$ cat config.mk
export PLATFORM = sky130hd
export DESIGN_NAME = dram_rot_tgen
export DESIGN_NICKNAME = d
export VERILOG_FILES = /design/src/rtl/tgen_pkg.sv /design/src/rtl/tgen_seq_ctr.sv /design/src/rtl/tgen_addr_pack.sv /design/src/rtl/dram_rot_tgen.sv
export SDC_FILE = /design/constraint.sdc
export NUM_CORES = 1
export LEC_CHECK = 0
export ABC_AREA = 1
export BUFFER_PORTS_ARGS = -buffer_cell sky130_fd_sc_hd__buf_2
export CAP_MARGIN = 0
export CELL_PAD_IN_SITES_DETAIL_PLACEMENT = 0
export CELL_PAD_IN_SITES_GLOBAL_PLACEMENT = 1
export CORE_AREA = 10 10 94 96
export DETAILED_ROUTE_END_ITERATION = 8
export DIE_AREA = 0 0 104 106
export PLACE_DENSITY = 0.89
export SKIP_CTS_REPAIR_TIMING = 1
export SYNTH_ARGS = -nofsm -noshare
export SYNTH_HDL_FRONTEND = slang
export SYNTH_SLANG_ARGS = --single-unit
$ cat constraint.sdc
create_clock -name clk_i -period 1.9 [get_ports clk_i]
set_input_delay 0.095 -clock clk_i [delete_from_list [all_inputs] [get_ports clk_i]]
set_output_delay 0.095 -clock clk_i [all_outputs]
set_load 0.02 [all_outputs]
$ cat src/rtl/tgen_pkg.sv
package tgen_pkg;
  typedef enum logic [1:0] {
    MAP_COL_HI = 2'd0,
    MAP_COL_LO = 2'd1
  } addr_map_e;

  function automatic addr_map_e decode_map(input logic [1:0] sel);
    return (sel == 2'd0) ? MAP_COL_HI : MAP_COL_LO;
  endfunction
endpackage

$ cat src/rtl/tgen_seq_ctr.sv
module tgen_seq_ctr #(
  parameter int NUM_RANKS = 2,
  parameter int BANK_W    = 3,
  parameter int RANK_W    = 1,
  parameter int PKT_W     = 8,
  parameter int SEQ_W     = 8
) (
  input  logic              clk_i,
  input  logic              rst_ni,
  input  logic              adv_i,
  input  logic [BANK_W:0]   banks_util_i,
  input  logic [PKT_W-1:0]  seq_pkts_i,
  input  logic [SEQ_W-1:0]  max_seq_i,
  output logic [PKT_W-1:0]  pkt_o,
  output logic [BANK_W-1:0] bank_o,
  output logic [RANK_W-1:0] rank_o,
  output logic              phase_o
);
  logic [PKT_W-1:0]  pkt_q;
  logic [BANK_W-1:0] bank_q;
  logic [RANK_W-1:0] rank_q;
  logic [SEQ_W-1:0]  rseq_q;
  logic              phase_q;

  logic last_pkt, last_bank, last_rseq, last_rank;
  assign last_pkt  = (pkt_q == seq_pkts_i - 1'b1);
  assign last_bank = ({1'b0, bank_q} == banks_util_i - 1'b1);
  assign last_rseq = (rseq_q == max_seq_i - 1'b1);
  assign last_rank = (rank_q == RANK_W'(NUM_RANKS - 1));

  always_ff @(posedge clk_i or negedge rst_ni) begin
    if (!rst_ni) begin
      pkt_q   <= '0;
      bank_q  <= '0;
      rank_q  <= '0;
      rseq_q  <= '0;
      phase_q <= 1'b0;
    end else if (adv_i) begin
      if (!last_pkt) begin
        pkt_q <= pkt_q + 1'b1;
      end else begin
        pkt_q <= '0;
        if (last_rseq && last_rank) begin
          // full rotation done: series count wraps
          bank_q  <= '0;
          rank_q  <= '0;
          rseq_q  <= '0;
          phase_q <= 1'b0;
        end else begin
          if (last_bank) begin
            bank_q  <= '0;
            phase_q <= ~phase_q;
          end else begin
            bank_q <= bank_q + 1'b1;
          end
          if (last_rseq) begin
            rseq_q <= '0;
            rank_q <= rank_q + 1'b1;
          end else begin
            rseq_q <= rseq_q + 1'b1;
          end
        end
      end
    end
  end

  assign pkt_o   = pkt_q;
  assign bank_o  = bank_q;
  assign rank_o  = rank_q;
  assign phase_o = phase_q;


  bank_in_range_chk: assert property (@(posedge clk_i) disable iff (!rst_ni)
    (banks_util_i != 0) |-> ({1'b0, bank_o} < banks_util_i));


  pkt_in_range_chk: assert property (@(posedge clk_i) disable iff (!rst_ni)
    (seq_pkts_i != 0) |-> (pkt_o < seq_pkts_i));


  idle_hold_chk: assert property (@(posedge clk_i) disable iff (!rst_ni)
    !adv_i |=> $stable(pkt_o) && $stable(bank_o) && $stable(rank_o) && $stable(phase_o));
endmodule

$ cat src/rtl/tgen_addr_pack.sv
module tgen_addr_pack
  import tgen_pkg::*;
#(
  parameter int ADDR_W = 32,
  parameter int ROW_W  = 17,
  parameter int COL_W  = 4,
  parameter int RANK_W = 1,
  parameter int BANK_W = 3,
  parameter int CH_W   = 1,
  parameter int OFF_W  = 6
) (
  input  addr_map_e         map_i,
  input  logic [ROW_W-1:0]  row_i,
  input  logic [COL_W-1:0]  col_i,
  input  logic [RANK_W-1:0] rank_i,
  input  logic [BANK_W-1:0] bank_i,
  output logic [ADDR_W-1:0] addr_o
);
  localparam logic [CH_W-1:0]  CH_ZERO  = '0;
  localparam logic [OFF_W-1:0] OFF_ZERO = '0;

  always_comb begin
    unique case (map_i)
      MAP_COL_HI: addr_o = {row_i, col_i, rank_i, bank_i, CH_ZERO, OFF_ZERO};
      default:    addr_o = {row_i, rank_i, bank_i, col_i, CH_ZERO, OFF_ZERO};
    endcase
  end
endmodule

$ cat src/rtl/dram_rot_tgen.sv
module dram_rot_tgen
  import tgen_pkg::*;
#(
  parameter int ADDR_W      = 32,
  parameter int BLOCK_BYTES = 64,
  parameter int PAGE_BYTES  = 1024,
  parameter int NUM_BANKS   = 8,
  parameter int NUM_RANKS   = 2,
  parameter int CH_W        = 1,
  parameter int PKT_W       = 8,
  parameter int SEQ_W       = 8,
  localparam int OFF_W  = $clog2(BLOCK_BYTES),
  localparam int COL_W  = $clog2(PAGE_BYTES / BLOCK_BYTES),
  localparam int BANK_W = $clog2(NUM_BANKS),
  localparam int RANK_W = $clog2(NUM_RANKS),
  localparam int ROW_W  = ADDR_W - OFF_W - CH_W - COL_W - BANK_W - RANK_W
) (
  input  logic              clk_i,
  input  logic              rst_ni,
  input  logic [1:0]        map_sel_i,
  input  logic [6:0]        read_pct_i,
  input  logic [BANK_W:0]   banks_util_i,
  input  logic [PKT_W-1:0]  seq_pkts_i,
  input  logic [SEQ_W-1:0]  max_seq_i,
  input  logic [ROW_W-1:0]  row_base_i,
  input  logic              req_ready_i,
  output logic              req_valid_o,
  output logic [ADDR_W-1:0] req_addr_o,
  output logic              req_rd_o,
  output logic              cfg_err_o
);
  logic [PKT_W-1:0]  pkt;
  logic [BANK_W-1:0] bank;
  logic [RANK_W-1:0] rank;
  logic              phase;
  logic              hs;

  assign cfg_err_o   = !(read_pct_i == 7'd0 || read_pct_i == 7'd50 || read_pct_i == 7'd100);
  assign req_valid_o = !cfg_err_o;
  assign hs          = req_valid_o && req_ready_i;

  tgen_seq_ctr #(
    .NUM_RANKS(NUM_RANKS), .BANK_W(BANK_W), .RANK_W(RANK_W),
    .PKT_W(PKT_W), .SEQ_W(SEQ_W)
  ) u_ctr (
    .clk_i       (clk_i),
    .rst_ni      (rst_ni),
    .adv_i       (hs),
    .banks_util_i(banks_util_i),
    .seq_pkts_i  (seq_pkts_i),
    .max_seq_i   (max_seq_i),
    .pkt_o       (pkt),
    .bank_o      (bank),
    .rank_o      (rank),
    .phase_o     (phase)
  );

  tgen_addr_pack #(
    .ADDR_W(ADDR_W), .ROW_W(ROW_W), .COL_W(COL_W), .RANK_W(RANK_W),
    .BANK_W(BANK_W), .CH_W(CH_W), .OFF_W(OFF_W)
  ) u_pack (
    .map_i (decode_map(map_sel_i)),
    .row_i (row_base_i),
    .col_i (pkt[COL_W-1:0]),
    .rank_i(rank),
    .bank_i(bank),
    .addr_o(req_addr_o)
  );

  always_comb begin
    unique case (read_pct_i)
      7'd100:  req_rd_o = 1'b1;
      7'd50:   req_rd_o = ~phase;
      default: req_rd_o = 1'b0;
    endcase
  end


  err_blocks_chk: assert property (@(posedge clk_i) disable iff (!rst_ni)
    cfg_err_o |-> !req_valid_o);


  hold_stable_chk: assert property (@(posedge clk_i) disable iff (!rst_ni)
    req_valid_o && !req_ready_i |=> $stable(req_addr_o) && $stable(req_rd_o));


  all_read_chk: assert property (@(posedge clk_i) disable iff (!rst_ni)
    (req_valid_o && read_pct_i == 7'd100) |-> req_rd_o);


  low_bits_zero_chk: assert property (@(posedge clk_i) disable iff (!rst_ni)
    req_addr_o[OFF_W+CH_W-1:0] == '0);
endmodule

==> results of run 1 <==
final cells by class:
| class | count | area [µm²] | area share |
|---|---|---|---|
| Timing Repair Buffer | 51 | 280 | 0.112 |
| Sequential cell | 21 | 527 | 0.211 |
| Multi-Input combinational cell | 255 | 1300 | 0.520 |
| Clock buffer | 3 | 41.3 | 0.0165 |
| Tap cell | 99 | 124 | 0.0496 |
| Inverter | 59 | 221 | 0.0887 |
| Clock inverter | 1 | 5.00 | 0.00201 |
report_power, final:
part	leakage [nW]	switching (W)	internal [W]
Sequential	0.251	0.0000759	0.000499
Clock	0.0255	0.000155	0.000146
Combinational	1.10	0.000376	0.000220
Total	1.38	0.000607	0.000865
worst max-delay path, delay by kind of cell (launching register included):
family | cells | cell delay, ns
buf+inv | 2 | 0.30
simple gates | 6 | 0.77
compound gates | 1 | 0.09
flops | 1 | 0.44
state kept, by name, indices dropped and copies added (netlist names):
register       flops
u_ctr.phase_o      1
u_ctr.rank_o       1
u_ctr.pkt_o        8
u_ctr.bank_o       3
u_ctr.rseq_q       8
worst paths after layout:
| check | from | to |
|---|---|---|
| setup / recovery | u_ctr.pkt_o[0] | u_ctr.rseq_q[0] |
| hold / removal | row_base_i[0] | req_addr_o[15] |
| setup reg to reg | u_ctr.pkt_o[0] | u_ctr.rseq_q[0] |
| hold reg to reg | u_ctr.phase_o | u_ctr.phase_o |
| max in group asynchronous | rst_ni | u_ctr.pkt_o[5] |
| min in group asynchronous | rst_ni | u_ctr.rseq_q[0] |
synthesized netlist by cell type (all sizes together):
master / count
dfrtp: 21
nand2: 107
inv: 59
nor4: 2
buf: 28
nand3: 40
ha: 6
o21ai: 26
clkbuf: 1
xor2: 12
nand3b: 2
xnor2: 6
conb: 1
or2: 3
a21oi: 2
nand4: 7
nor2: 30
nor3: 5
cells by family after synthesis:
logic type | share of synthesized area
and+or+nand+nor | 0.398
other | 0.00167
adders and majority gates | 0.0335
AOI/OAI and AO/OA | 0.0659
buffers and inverters | 0.197
DFF | 0.235
xor gates and xnor gates | 0.0704
per-layer routing:
metal / global-route usage / part of all wire
met1: 0.118 / 0.49
met2: 0.162 / 0.44
met3: 0.0229 / 0.062
met4: 0.0189 / 0.0068
met5: 0 / 0
per-stage QoR:
stage | hold WS [ns] | setup WS [ns] | std cells | util | area, µm²
floorplan | -0.201 | 0.374 | 364 | - | 2260
global placement | 0.0807 | 0.160 | 482 | 0.343 | 2420
detailed placement | 0.0821 | 0.0735 | 482 | 0.343 | 2420
CTS | -0.208 | 0.151 | 486 | 0.350 | 2470
global route | 0.190 | 0.00251 | 489 | 0.354 | 2500
finish | 0.190 | 0.195 | 489 | 0.354 | 2500
==> flow_summary.ini, run 1 <==
[status]
outcome = complete, no violations

[setup_path]
cp_slowest_stage_delay_ns = 0.44
worst_ep_arrival_time_ns = 1.88
worst_path_fanout_max = 9
critical_path.startpoint_type = flop
critPathKind = reg -> reg
timing.critical_path.cells = inv_1 -> nand2_1 -> nand4_1 -> nor2_4 -> nand3_4 -> nor2_8 -> buf_4 -> nand3_1 -> o21ai_0
worstRegToRegCells = 9
r2r_slack_ns = 0.20
cp-end-kind = flop
required_ns = 2.08
cp_slowest_cell = dfrtp_1

[finish]
layout.filler_cells = 816
area.growth.synth_to_final_pct = 11.4
layout.cells.most_common = nand2_1
ratio_of_cells_with_drive_above_1_in_the_final_layout = 0.200
antennaDiodeCount = 0
finalNetCount = 446
final_cell_mix = 102 x nand2_1, 53 x inv_1, 42 x buf_2

[timing]
timing.fmax_ghz = 0.587
rsz_0062_raised_after_global_routing = no
finalHoldViolCount = 0
final.setup_skew_ns = 0.00227
finalCriticalPeriod_ns = 1.70
final-setup-viol-count = 0
finalCritPeriodShare = 0.897
finalSetupTns_ns = 0
timing_max_transition_violations_final = 0

[route]
first_iter_violations = 111
antenna_violating_nets_post_route = 0
vias = 2140
drt-pass1-iter-count = 4
detail_route.wirelength_mm = 5.28
routed_wire_length_per_instance_um = 10.8
viasPerCell = 4.38
drt_drc_violations_left = 0

[min_path]
worstHoldPathType = in -> out
min_delay_path_depth = 0

[synthesis]
syn-instance-count = 358
synthDistinctLibCells = 29
yosysTopAreaCell = dfrtp_1
netlist_area_mm2 = 0.00224
yosysWarnings = 0
synth_area_leaders = dfrtp_1 23%, nand2_1 17%, inv_1 8.9%
synth_seq_area_share = 0.235
synth.avg_cell_area_um2 = 6.26
synth_top_area_frac = 0.235
synth.ff_latch_count = 21

[die]
area_enclosed_by_the_die_boundary_mm2 = 0.0110
die_w_um = 104
placeableCoreArea_mm2 = 0.00706
floorplan.die.height_um = 106
pin_count = 84
start_util = 0.317
num_rows = 31

[clock_tree]
max-clock-path-buffers = 2
clk_root_buffer_cell = clkbuf_8
cts.sinks = 21
clk_pin_slew_worst_paths_ns = 0.08
cts_made_buffers = 3
insertion_delay_of_the_later_clocked_pin_in_the_worst_skew_pair_ns = 0.26
htree_levels = 1
tritoncts = built

[pwr]
p_total_w = 0.00147
vdd_drop_max_mv = 0.295
power.density_mw_per_mm2 = 590
power.leakage_nw = 1.38

[global_routing]
grt_antenna_before_repair = 0
grt_pass1_vias = 2064
groute.usage.overall = 0.0946
grt_pass1_wl_mm = 9.12
total_global_routing_overflow = 0
grt_max_degree = 22

[placed_design]
place.gp.congestion = 0.803
portBuffers = 42
hpwlAfterDp_mm = 4.43

[job]
cap_violations = 0
Power figures use the tool's default switching activity.
==> run 2: changes to the inputs <==
- CORE_AREA: 10 10 94 96 -> 10 10 93 95
- CTS_BUF_LIST: default -> sky130_fd_sc_hd__clkbuf_2 sky130_fd_sc_hd__clkbuf_4 sky130_fd_sc_hd__clkbuf_8
- DIE_AREA: 0 0 104 106 -> 0 0 103 105
- PLACE_DENSITY: 0.89 -> 0.91
==> run 2 against run 1 <==
- utilization is 0.88 points higher
- total power hardly changed
- clock power hardly changed
- maximum frequency is 0.29% lower
- clock-buffer cell count stayed put
- flip-flop and latch count stayed put
- sequential power hardly changed
- global-route usage is 0.31 points higher
- die area is 1.9% lower
- via count is 0.65% higher
- largest cell class unchanged
- highest routed layer unchanged
==> flow_summary.ini, run 2 (same netlist as run 1, synthesis figures left out) <==
[status]
outcome = complete, no violations

[finish]
layout.cells.most_common = nand2_1
finalNetCount = 443
post-route-cell-area_mm2 = 0.00245
ratio_of_cells_with_drive_above_1_in_the_final_layout = 0.191
area.growth.synth_to_final_pct = 9.27
final_cell_mix = 102 x nand2_1, 53 x inv_1, 42 x buf_2
antennaDiodeCount = 0

[setup_path]
required_ns = 2.09
cp_slowest_stage_delay_ns = 0.44
cp-end-kind = flop
critical_path.startpoint_type = flop
critPathKind = reg -> reg
worstRegToRegCells = 12
cp_num_buf_inv = 3
cpLargestDelayFamily = simple AND/OR/NAND/NOR gates
timing.rr.end = u_ctr.rseq_q[6]
worst_ep_arrival_time_ns = 1.90
cp_slowest_cell = dfrtp_1
worst_path_fanout_max = 10
timing.critical_path.cells = inv_2 -> nand2_1 -> nand2_1 -> nand3_1 -> nand2_1 -> inv_1 -> nor2_2 -> nand3_4 -> nor2_8 -> buf_4 -> nand3_1 -> o21ai_0
r2r_slack_ns = 0.19
worst_r2r_startpoint = u_ctr.pkt_o[5]
crit_path_frequent_cell = nand2_1

[pwr]
power.net_switching_w = 0.000609
power.leakage_nw = 1.36
p_total_w = 0.00147
p_sw_frac = 0.414
power.share.clock = 0.205
power.share.sequential = 0.389
comb_power_share = 0.406
vdd_drop_max_mv = 0.267
power.density_mw_per_mm2 = 601
cellInternalPower_w = 0.000863

[global_routing]
grt_max_degree = 22
grt_pass1_vias = 2085
total_global_routing_overflow = 0
groute.usage.overall = 0.0977
grt_pass1_wl_mm = 8.97
grt_antenna_before_repair = 0

[die]
die_w_um = 103
floorplan.die.height_um = 105
pin_count = 84
num_rows = 30
placeableCoreArea_mm2 = 0.00676
start_util = 0.332
area_enclosed_by_the_die_boundary_mm2 = 0.0108

[placed_design]
detailed_place.area_mm2 = 0.00239
place.gp.congestion = 0.826
portBuffers = 42
hpwlAfterDp_mm = 4.49

[route]
routed_wire_length_per_instance_um = 11.4
viasPerCell = 4.61
drt-pass1-iter-count = 4
antenna_violating_nets_post_route = 0
detail_route.wirelength_mm = 5.33
drt_drc_violations_left = 0
first_iter_violations = 160
vias = 2154

[clock_tree]
htree_levels = 1
clk_root_buffer_cell = clkbuf_8
max-clock-path-buffers = 2
tritoncts = built
clk_pin_slew_worst_paths_ns = 0.08
insertion_delay_of_the_later_clocked_pin_in_the_worst_skew_pair_ns = 0.26
cts_made_buffers = 3
cts.sinks = 21

[timing]
finalCritPeriodShare = 0.900
final.hold.worst_slack_ns = 0.190
timing_max_transition_violations_final = 0
finalHoldViolCount = 0
rsz_0062_raised_after_global_routing = no
timing.fmax_ghz = 0.585
final.setup_skew_ns = 0.00342
final-setup-viol-count = 0
finalSetupTns_ns = 0
finalCriticalPeriod_ns = 1.71

[min_path]
min-delay-start = row_base_i[0]
min_delay_path_depth = 0
worstHoldPathType = in -> out
min_to = req_addr_o[15]

[job]
cap_violations = 0
-- run 2: changes by cell type in the layout (fill, tap and decap cells not counted) --
cell	before	now
dfrtp_2	1	0
dfrtp_1	20	21
buf_4	8	5
-- run 2: area by class of cell --
class,count,area (µm²)
tap,80,100
multi-input combinational,255,1300
clock buffer,3,41.3
clock inverter,1,5.00
sequential,21,526
timing repair buffer,48,258
fill,755,4310
inverter,59,221
-- run 2: stage by stage --
step,setup slack (ns),cells,utilization
finish,0.190,467,0.362
global route,0.0376,467,0.362
CTS,0.177,466,0.361
detailed placement,0.0744,462,0.354
global placement,0.173,462,0.354
floorplan,0.374,364,-
-- run 2: how the worst max path moves through the flow --
stage                              start               to  cells after the start
final                     u_ctr.pkt_o[5]  u_ctr.rseq_q[6]                     12
after global routing      u_ctr.pkt_o[5]  u_ctr.rseq_q[0]                     13
after CTS                 u_ctr.pkt_o[5]  u_ctr.bank_o[2]                     12
after detailed placement   seq_pkts_i[0]  u_ctr.bank_o[2]                     16
after global placement      max_seq_i[0]    u_ctr.phase_o                     14
after floorplan            seq_pkts_i[0]  u_ctr.bank_o[1]                     16
-- run 2: per-layer routing --
| layer | track usage | vias up | routed length (µm) |
|---|---|---|---|
| met2 | 0.158 | 72 | 2320 |
| met1 | 0.124 | 931 | 2510 |
| li1 | - | 1144 | - |
| met3 | 0.0270 | 7 | 456 |
| met4 | 0.0239 | 0 | 46 |
| met5 | 0 | - | 0 |
-- run 2: power by group through the flow --
stage	Combinational (W)	Sequential (W)	Clock (W)
2_1_floorplan	0.000483	0.000559	0
3_3_place_gp	0.000589	0.000582	0
3_5_place_dp	0.000596	0.000582	0
4_1_cts	0.000599	0.000573	0.000310
5_1_grt	0.000682	0.000583	0.000324
6_report	0.000597	0.000573	0.000302
==> run 3: changes to the inputs <==
- CORE_AREA: 10 10 93 95 -> 10 10 73 121
- DIE_AREA: 0 0 103 105 -> 0 0 83 131
- PLACE_DENSITY: 0.91 -> default
- PLACE_DENSITY_LB_ADDON: default -> 0.1
==> run 3 against run 2 <==
- flip-flop and latch count stayed put
- die area is 0.54% higher
- via count is 2.0% higher
- hold slack hardly changed
- sequential power hardly changed
- combinational power is 5.2% higher
- first-iteration DRC count is 42% lower
- sequential share of layout area is 0.20 points lower
- final cell count is 1.3% higher
- register-to-register slack hardly changed
- critical path type unchanged
- critical endpoint is now u_ctr.rseq_q[0]
- largest cell class unchanged
- highest routed layer unchanged
==> flow_summary.ini, run 3 (same netlist as run 1, synthesis figures left out) <==
[status]
outcome = complete, no violations

[die]
placeableCoreArea_mm2 = 0.00681
area_enclosed_by_the_die_boundary_mm2 = 0.0109
num_rows = 40
pin_count = 84
die_w_um = 83
start_util = 0.329
floorplan.die.height_um = 131

[placed_design]
portBuffers = 42
hpwlAfterDp_mm = 5.55
place.gp.congestion = 0.842

[timing]
rsz_0062_raised_after_global_routing = no
worst_slew_pin_slew_ns = 0.522
final.hold.worst_slack_ns = 0.190
finalHoldViolCount = 0
final-setup-viol-count = 0
finalSetupTns_ns = 0
final.setup_skew_ns = 0.00312
timing.fmax_ghz = 0.583
finalCritPeriodShare = 0.902
max-slew-margin-rel = 0.652
timing_max_transition_violations_final = 0
finalCriticalPeriod_ns = 1.71

[setup_path]
required_ns = 2.09
worst_ep_arrival_time_ns = 1.90
cp_slowest_cell = dfrtp_1
critPathKind = reg -> reg
cp_slowest_stage_delay_ns = 0.43
cp-end-kind = flop
crit_path_frequent_cell = nand2_1
cpLargestDelayFamily = simple AND/OR/NAND/NOR gates
critical_path.startpoint_type = flop
cp_num_buf_inv = 3
worst_path_fanout_max = 10
timing.critical_path.cells = inv_2 -> nand2_1 -> nand2_1 -> nand3_1 -> nand2_1 -> inv_1 -> nor2_2 -> nand3_4 -> nor2_8 -> buf_4 -> nand3_1 -> o21ai_0

[clock_tree]
insertion_delay_of_the_later_clocked_pin_in_the_worst_skew_pair_ns = 0.27
tritoncts = built
cts_made_buffers = 3
htree_levels = 1
clk_root_buffer_cell = clkbuf_8
clk_pin_slew_worst_paths_ns = 0.08
max-clock-path-buffers = 2
cts.sinks = 21

[finish]
layout.cells.most_common = nand2_1
final_cell_mix = 102 x nand2_1, 53 x inv_1, 42 x buf_2
finalCoreUtilization = 0.363
area.growth.synth_to_final_pct = 10.3
layout.filler_cells = 801
ratio_of_cells_with_drive_above_1_in_the_final_layout = 0.195
finalNetCount = 445
antennaDiodeCount = 0

[route]
vias = 2197
first_iter_violations = 93
detail_route.wirelength_mm = 6.49
viasPerCell = 4.64
drt_drc_violations_left = 0
drt-pass1-iter-count = 4
antenna_violating_nets_post_route = 0
routed_wire_length_per_instance_um = 13.7

[global_routing]
grt_pass1_vias = 2201
grt_antenna_before_repair = 0
total_global_routing_overflow = 0
groute.usage.overall = 0.120
grt_max_degree = 22
grt_pass1_wl_mm = 10.7

[pwr]
power.leakage_nw = 1.37
vdd_drop_max_mv = 0.210
power.density_mw_per_mm2 = 618

[min_path]
worstHoldPathType = in -> out

[job]
cap_violations = 0
run 3: cell types whose count changed in the layout (fill, tap and decap cells not counted), sizes merged:
cell,previous run,this run
buf,47,49
clkbuf,3,4
clkinv,1,0
run 3: worst paths after layout:
path | start | endpoint | slack, ns | cells past startpoint
max in group asynchronous | rst_ni | u_ctr.pkt_o[1] | 1.22 | 2
max reg2reg | u_ctr.pkt_o[5] | u_ctr.rseq_q[0] | 0.19 | 12
max | u_ctr.pkt_o[5] | u_ctr.rseq_q[0] | 0.19 | 12
min | row_base_i[14] | req_addr_o[29] | 0.19 | 0
min in group asynchronous | rst_ni | u_ctr.bank_o[1] | 0.32 | 2
min reg2reg | u_ctr.phase_o | u_ctr.phase_o | 0.51 | 2
run 3: stage by stage:
step | power [W] | instance area (µm²) | std cells | worst slack [ns]
floorplan | 0.00104 | 2260 | 364 | 0.374
global placement | 0.00122 | 2410 | 468 | 0.108
detailed placement | 0.00122 | 2410 | 468 | 0.0935
CTS | 0.00155 | 2460 | 472 | 0.156
global route | 0.00165 | 2470 | 473 | 0.0103
finish | 0.00153 | 2470 | 473 | 0.186
run 3: layout make-up:
cell class	count	area (µm²)	area share
clock buffers	4	48.8	0.0197
inverters	59	221	0.0896
multi-input cells	255	1300	0.525
flip-flops and latches	21	526	0.213
well taps	84	105	0.0425
repair buffers	50	273	0.110
run 3: report_power, final:
| part | switching [W] | total [W] | internal [W] |
|---|---|---|---|
| combinational | 0.000401 | 0.000628 | 0.000228 |
| clock | 0.000164 | 0.000328 | 0.000165 |
| sequential | 0.0000746 | 0.000572 | 0.000497 |
| total | 0.000639 | 0.00153 | 0.000889 |
run 3: per-layer routing:
layer  share of wire  vias to the layer above  GRT usage  wire length [µm]
li1                -                     1150          -                 -
met1            0.36                      987      0.106              2370
met2            0.58                       43      0.245              3730
met3           0.024                       17     0.0155               154
met4           0.036                        0     0.0744               234
met5               0                        -          0                 0
